==> config.mk <==
export PLATFORM = sky130hd
export DESIGN_NAME = irqcap_top
export DESIGN_NICKNAME = d
export VERILOG_FILES = /design/src/rtl/irqcap_pkg.sv /design/src/rtl/irqcap_ctrl.sv /design/src/rtl/irqcap_dpath.sv /design/src/rtl/irqcap_top.sv
export SDC_FILE = /design/constraint.sdc
export NUM_CORES = 1
export LEC_CHECK = 0
export ABC_CLOCK_PERIOD_IN_PS = 6600
export BUFFER_PORTS_ARGS = -buffer_cell sky130_fd_sc_hd__buf_2
export CAP_MARGIN = 5
export CORE_MARGIN = 4
export CORE_UTILIZATION = 45
export CTS_CLUSTER_DIAMETER = 120
export DETAILED_ROUTE_END_ITERATION = 16
export SETUP_SLACK_MARGIN = 0.15
export SYNTH_ARGS = -nofsm -noshare
export SYNTH_HDL_FRONTEND = slang
export SYNTH_SLANG_ARGS = --single-unit
==> constraint.sdc <==
create_clock -name clk -period 6.6 [get_ports clk]
set_input_delay 0.33 -clock clk [delete_from_list [all_inputs] [get_ports clk]]
set_output_delay 0.33 -clock clk [all_outputs]
set_load 0.02 [all_outputs]
==> src/rtl/irqcap_pkg.sv <==
`timescale 1ns/1ps
package irqcap_pkg;

  typedef enum logic [1:0] {
    CMD_RAISE = 2'd0,
    CMD_DROP  = 2'd1,
    CMD_PULSE = 2'd2,
    CMD_RSVD  = 2'd3
  } evtCmd_e;

  // Strobes from control to datapath for one cycle
  typedef struct packed {
    logic incStep;    // apply a raise step
    logic decStep;    // apply a drop step after the raise step
    logic pulseMode;  // drop is conditional on a clean raise
    logic cfgByteWr;  // byte write of trigger modes
    logic cfgLineWr;  // single-line trigger-mode write
    logic cfgLevel;   // requested mode for a single-line write
  } ctrlStrobe_t;

endpackage

==> src/rtl/irqcap_ctrl.sv <==
`timescale 1ns/1ps
module irqcap_ctrl
  import irqcap_pkg::*;
#(
  parameter int NUM_CHIPS = 2,
  parameter int CHIP_PINS = 8,
  localparam int LINES  = NUM_CHIPS * CHIP_PINS,
  localparam int LINE_W = $clog2(LINES),
  localparam int PIN_W  = $clog2(CHIP_PINS),
  localparam int CHIP_W = LINE_W - PIN_W
) (
  input  logic [NUM_CHIPS-1:0] chipReady,
  input  logic                 evtValid,
  input  logic [LINE_W-1:0]    evtLine,
  input  logic [1:0]           evtCmd,
  input  logic                 cfgValid,
  input  logic                 cfgOp,
  input  logic [LINE_W-1:0]    cfgLine,
  input  logic                 cfgLevelBit,
  output ctrlStrobe_t          strobe,
  output logic [LINES-1:0]     evtSel,
  output logic [LINES-1:0]     cfgSel
);

  logic [CHIP_W-1:0] evtChip;
  logic [CHIP_W-1:0] cfgChip;
  logic              evtOk;
  evtCmd_e           cmd;

  assign evtChip = evtLine[LINE_W-1:PIN_W];
  assign cfgChip = cfgLine[LINE_W-1:PIN_W];
  assign cmd     = evtCmd_e'(evtCmd);

  always_comb begin
    strobe = '0;
    evtSel = '0;
    cfgSel = '0;
    evtOk  = evtValid && (32'(evtLine) < LINES) && chipReady[evtChip];

    if (evtOk) begin
      unique case (cmd)
        CMD_RAISE: strobe.incStep = 1'b1;
        CMD_DROP:  strobe.decStep = 1'b1;
        CMD_PULSE: begin
          strobe.incStep   = 1'b1;
          strobe.decStep   = 1'b1;
          strobe.pulseMode = 1'b1;
        end
        default: ;
      endcase
    end
    if (strobe.incStep || strobe.decStep)
      evtSel[evtLine] = 1'b1;

    if (cfgValid) begin
      if (cfgOp) begin
        strobe.cfgByteWr = 1'b1;
        for (int i = 0; i < LINES; i++)
          cfgSel[i] = (CHIP_W'(i / CHIP_PINS) == cfgChip);
      end else if (32'(cfgLine) < LINES) begin
        strobe.cfgLineWr = 1'b1;
        strobe.cfgLevel  = cfgLevelBit;
        cfgSel[cfgLine]  = 1'b1;
      end
    end
  end

endmodule

==> src/rtl/irqcap_dpath.sv <==
`timescale 1ns/1ps
module irqcap_dpath
  import irqcap_pkg::*;
#(
  parameter int NUM_CHIPS = 2,
  parameter int CHIP_PINS = 8,
  parameter int CNT_W     = 8,
  localparam int LINES    = NUM_CHIPS * CHIP_PINS,
  parameter logic [LINES-1:0] TRIG_MASK = 16'hDEF8
) (
  input  logic                 clk,
  input  logic                 rstN,
  input  ctrlStrobe_t          strobe,
  input  logic [LINES-1:0]     evtSel,
  input  logic [LINES-1:0]     cfgSel,
  input  logic [CHIP_PINS-1:0] cfgData,
  output logic [LINES-1:0]     reqSet,
  output logic [LINES-1:0]     reqClr,
  output logic                 errHigh,
  output logic                 errLow,
  output logic                 cfgRefused,
  output logic [LINES-1:0]     trigSel
);

  localparam logic [CNT_W-1:0] CNT_MAX = {CNT_W{1'b1}};
  localparam logic [CNT_W-1:0] CNT_ONE = CNT_W'(1);

  logic [LINES-1:0] setVec, clrVec, errHVec, errLVec, refVec;

  for (genvar i = 0; i < LINES; i++) begin : g_line
    logic [CNT_W-1:0] cnt, midCnt, newCnt;
    logic incDo, incSat, decDo, decSat, isLevel, trigBit;
    logic setL, clrL, refL;

    assign isLevel = trigBit;

    always_comb begin
      incDo  = evtSel[i] && strobe.incStep;
      incSat = (cnt == CNT_MAX);
      midCnt = (incDo && !incSat) ? cnt + CNT_ONE : cnt;
      decDo  = evtSel[i] && strobe.decStep && !(strobe.pulseMode && incDo && incSat);
      decSat = (midCnt == '0);
      newCnt = (decDo && !decSat) ? midCnt - CNT_ONE : midCnt;
      setL   = (incDo && ((cnt == '0 && midCnt == CNT_ONE) || (midCnt != '0 && isLevel)))
            || (decDo && newCnt != '0 && isLevel);
      clrL   = decDo && !decSat && midCnt == CNT_ONE && isLevel;
      refL   = strobe.cfgLineWr && cfgSel[i] && strobe.cfgLevel && !TRIG_MASK[i];
    end

    always_ff @(posedge clk or negedge rstN) begin
      if (!rstN) cnt <= '0;
      else       cnt <= newCnt;
    end

    always_ff @(posedge clk or negedge rstN) begin
      if (!rstN)
        trigBit <= 1'b0;
      else if (strobe.cfgByteWr && cfgSel[i])
        trigBit <= cfgData[i % CHIP_PINS] & TRIG_MASK[i];
      else if (strobe.cfgLineWr && cfgSel[i] && !refL)
        trigBit <= strobe.cfgLevel;
    end

    assign setVec[i]  = setL;
    assign clrVec[i]  = clrL;
    assign errHVec[i] = incDo && incSat;
    assign errLVec[i] = decDo && decSat;
    assign refVec[i]  = refL;
    assign trigSel[i] = trigBit;
  end

  always_ff @(posedge clk or negedge rstN) begin
    if (!rstN) begin
      reqSet     <= '0;
      reqClr     <= '0;
      errHigh    <= 1'b0;
      errLow     <= 1'b0;
      cfgRefused <= 1'b0;
    end else begin
      reqSet     <= setVec;
      reqClr     <= clrVec;
      errHigh    <= |errHVec;
      errLow     <= |errLVec;
      cfgRefused <= |refVec;
    end
  end

endmodule

==> src/rtl/irqcap_top.sv <==
`timescale 1ns/1ps
module irqcap_top
  import irqcap_pkg::*;
#(
  parameter int NUM_CHIPS = 2,
  parameter int CHIP_PINS = 8,
  parameter int CNT_W     = 8,
  localparam int LINES    = NUM_CHIPS * CHIP_PINS,
  localparam int LINE_W   = $clog2(LINES),
  parameter logic [LINES-1:0] TRIG_MASK = 16'hDEF8
) (
  input  logic                 clk,
  input  logic                 rstN,
  input  logic [NUM_CHIPS-1:0] chipReady,
  input  logic                 evtValid,
  input  logic [LINE_W-1:0]    evtLine,
  input  logic [1:0]           evtCmd,
  input  logic                 cfgValid,
  input  logic                 cfgOp,
  input  logic [LINE_W-1:0]    cfgLine,
  input  logic [CHIP_PINS-1:0] cfgData,
  output logic [LINES-1:0]     reqSet,
  output logic [LINES-1:0]     reqClr,
  output logic                 errHigh,
  output logic                 errLow,
  output logic                 cfgRefused,
  output logic [LINES-1:0]     trigSel
);

  ctrlStrobe_t      strobe;
  logic [LINES-1:0] evtSel;
  logic [LINES-1:0] cfgSel;

  irqcap_ctrl #(.NUM_CHIPS(NUM_CHIPS), .CHIP_PINS(CHIP_PINS)) u_ctrl (
    .chipReady(chipReady), .evtValid(evtValid), .evtLine(evtLine),
    .evtCmd(evtCmd), .cfgValid(cfgValid), .cfgOp(cfgOp), .cfgLine(cfgLine),
    .cfgLevelBit(cfgData[0]), .strobe(strobe), .evtSel(evtSel), .cfgSel(cfgSel)
  );

  irqcap_dpath #(.NUM_CHIPS(NUM_CHIPS), .CHIP_PINS(CHIP_PINS), .CNT_W(CNT_W),
                 .TRIG_MASK(TRIG_MASK)) u_dpath (
    .clk(clk), .rstN(rstN), .strobe(strobe), .evtSel(evtSel), .cfgSel(cfgSel),
    .cfgData(cfgData), .reqSet(reqSet), .reqClr(reqClr), .errHigh(errHigh),
    .errLow(errLow), .cfgRefused(cfgRefused), .trigSel(trigSel)
  );

endmodule

==> impl_results.md <==
- Outcome: complete, but fails checks
- Failing checks: negative hold slack
- Routability cong.: between 0.9 and 1
- CTS-repair resized insts: 0
- Crit Path Category: input pin to register
- Vias in the first global route: about 14000
- Vias: 14940
- PortBufs: 75
- DRT Pass-1 Iters: 6
- Die Area: 38400 sq um
- Core area: 34700 sq um
- Peak supply drop: 0.000198 V
- Worst Slack Setup Final: 2020 ps
- Drc violations: 0
- Crit end category: register
- Final Cell Area: 16900 sq um
- Highest cell delay on the worst timing path: 1130 ps
- Routed wire length: ~46 mm
- Fraction of layout cells with a size suffix above 1: 0.0905
- CTS sink cnt: 179
- Clock Path Buffers: 2
- F_max: 219 MHz
- TritonCTS Buffers: 17
- Reg-to-reg slack, setup: 2160 ps
- Actual slew at the worst max-slew pin: 1320 ps
- Clk Latency, worst-skew pair: 450 ps
- Max cap viols: 0
- Setup Fix Bufs, Post-CTS: 0
- Final min period: 4580 ps
- Critical Path Start: evtValid
- Fin crit share: 0.693
- Arr. time, crit path: 4900 ps
- Worst slack, placed: 1670 ps
- Yosys warning total: 0
- Clock skew: 11.4 ps
- Synth top area share: 0.282
- FFs w/ async S/R, synth: 1.00
- Worst hold path class: input pin to async pin
- First-pass GRT wire length: between 70 and 80 mm
- Hold WS: -20.1 ps
- IO Pins: between 70 and 80
- Final Max Slew Viols: 0
- CTS H-tree depth: 4
- Final Hold Viols: 17
- CTS tree: yes
- Placed Instances: between 2000 and 2500
- Die W: 196 um
- Num rows: 68
- Startpoint Class: input pin
- Die Ht: approximately 200 um
- Crit-path max FO: 17
- Drt wl/cell: 19.1 um
- Hold_buf cts: 0
- Total power: about 4.9 mW
- Pin count of the biggest net entering global routing: 109
- Clk slew on worst S/H paths: 70 ps
- Reg2reg path depth: 15
- Pleak: approximately 7.1 nW
- Post-synthesis cell count: 1968
- Cell breakdown of the critical path: buf_2 > nor4bb_1 > buf_4 > nand2_1 > nor2b_1 > mux2i_1 > ha_1 > nor2b_1 > nand3_1 > mux2i_1 > nand3b_1 > nand3_1 > nor2_1 > xnor2_1 > a2111oi_0 > a31oi_1
- Reg2reg start: u_dpath.g_line[11].cnt[0]
- Worst path depth: 16
- Total GRT Usage: 0.237
- GR Overflow Total: 0
- Distinct cell type count after synthesis: 97
- CP Capture Point: u_dpath.reqSet[10]
- Syn Nets: between 2000 and 2500
- WP data required: 6920 ps
- Top_reg_cell synth: dfrtp_1
- Synth Area per Inst: 8.08 sq um
- Syn Std Cell Area: ~16000 sq um
- DRT antenna net count: 0
- Final #Nets: 2044
- FF+latch count, synth: 179
- Clock root buffer master: clkbuf_16
- RSZ-0062 raised after global routing: false
- Final setup vio count: 0
- DP Area: 16400 sq um
- Number of synthesized flops with an enable pin: 0
- Pwr dens: 288 nW/um^2
- CP max-delay cell: nor4bb_1
- Post-DR vias/cell: 6.17
- Setup TNS: 0 ps
- Cell family with most CP delay: simple AND/OR/NAND/NOR gates
- Largest cells by area after synthesis: dfrtp_1, xnor2_1, ha_1
- Slew headroom: 0.110
- CP Buf/Inv Count: 2
- Initial Util: 0.458
- Layout area overhead: 6.43%
- R2r endpoint: u_dpath.reqSet[11]
- Largest area contributor in the netlist: dfrtp_1
- Core Util, Final: 0.488
- Initial antenna violation count: 6
- Sequential share of the synthesized area: 0.282
- Initial drt markers: 1095
- HPWL Detailed: roughly 35 mm
- Finished Layout Cells: 2423
## flip-flops by register name, summed over array words and instances, names as in the netlist
signal,cells
u_dpath.g_line.isLevel,16
u_dpath.cfgRefused,1
u_dpath.errLow,1
u_dpath.reqClr,16
u_dpath.g_line.cnt,128
u_dpath.errHigh,1
u_dpath.reqSet,16
## synth_stat cells (12+ instances only)
| cell | n |
|---|---|
| nor2b_1 | 19 |
| a31oi_1 | 33 |
| and2_1 | 21 |
| or2_2 | 18 |
| o31ai_1 | 16 |
| clkbuf_1 | 75 |
| ha_1 | 65 |
| a211oi_1 | 16 |
| o22ai_1 | 18 |
| or4_1 | 12 |
| a21oi_1 | 70 |
| xnor2_1 | 126 |
| nor3_1 | 68 |
| or3_1 | 19 |
| mux2_2 | 15 |
| and3_1 | 42 |
| nand4_1 | 55 |
| o211ai_1 | 12 |
| nand2b_1 | 21 |
| o21ai_0 | 67 |
| inv_1 | 89 |
| mux2i_1 | 53 |
| buf_4 | 18 |
| nand3_1 | 116 |
| nor2_1 | 153 |
| buf_2 | 19 |
| and4_1 | 14 |
| nand2_1 | 196 |
| dfrtp_1 | 179 |
| xor2_1 | 50 |
| nor4b_1 | 14 |
| nor4_1 | 42 |
| a21o_1 | 14 |
## kinds of logic after synthesis
group | count (synthesis) | synth area share
mux | 70 | 0.0455
flops | 179 | 0.282
compound gates | 399 | 0.176
fa+ha+maj | 66 | 0.0518
buf+inv | 206 | 0.0549
simple gates | 872 | 0.294
xor+xnor | 176 | 0.0969
## worst register-to-register path, stage by stage, from the launching register on
cell       delay (ps)
dfrtp_1           510
ha_1              320
nand2_1           160
nor3_1            420
or2_2             240
mux2i_1           300
ha_1              220
nor2b_1           170
nand3_1            90
mux2i_1           220
o211ai_1          280
nand2_1           250
a2bb2oi_1          90
mux2_2            260
or4_1             460
a311o_1           360
## layout by cell type, fill, tap and decap left out, drive strengths merged, types with 17 or more instances in the layout
master  count
a211oi     17
a21oi      71
a31oi      33
and2       21
and3       42
buf        83
clkbuf     20
dfrtp     179
ha         65
inv        92
mux2i      54
nand2     196
nand2b     21
nand3     117
nand4      56
nor2      154
nor2b      19
nor3       71
nor4       47
o21ai      70
o22ai      18
o31ai      17
or2        18
or3        19
xnor2     126
xor2       50
## routing by layer
layer,GRT usage,up-vias,wire [um]
met3,0.0507,73,2800
li1,-,7194,-
met5,0,-,49
met2,0.377,448,21100
met4,0.0696,10,1180
met1,0.325,7215,21100
## power breakdown
| part | switching [mW] | internal, mW | total (mW) |
|---|---|---|---|
| Clock | 0.493 | 0.488 | 0.981 |
| Combinational | 1.26 | 0.911 | 2.17 |
| Sequential | 0.417 | 1.30 | 1.72 |
| Total | 2.17 | 2.70 | 4.87 |
## how the worst min path moves through the flow
stage               start            endpoint  slack [ps]  cells past startpoint
floorplan            rstN  u_dpath.cfgRefused          30                      0
global placement     rstN   u_dpath.reqClr[0]         510                      1
detailed placement   rstN   u_dpath.reqClr[0]         500                      1
CTS                  rstN   u_dpath.reqClr[5]          20                      1
global route         rstN   u_dpath.reqClr[5]          40                      1
finish               rstN   u_dpath.reqClr[5]         -20                      1
## cell type report
| type | count | area [sq um] |
|---|---|---|
| timing repair buffer | 84 | 452 |
| multi-input combinational | 1583 | 10600 |
| inverter | 89 | 334 |
| clock inverter | 13 | 105 |
| clock buffer | 19 | 433 |
| fill | 3387 | 17800 |
| sequential | 179 | 4480 |
| tap | 455 | 569 |
| antenna | 1 | 2.50 |
(Power assumes the default switching activity.)
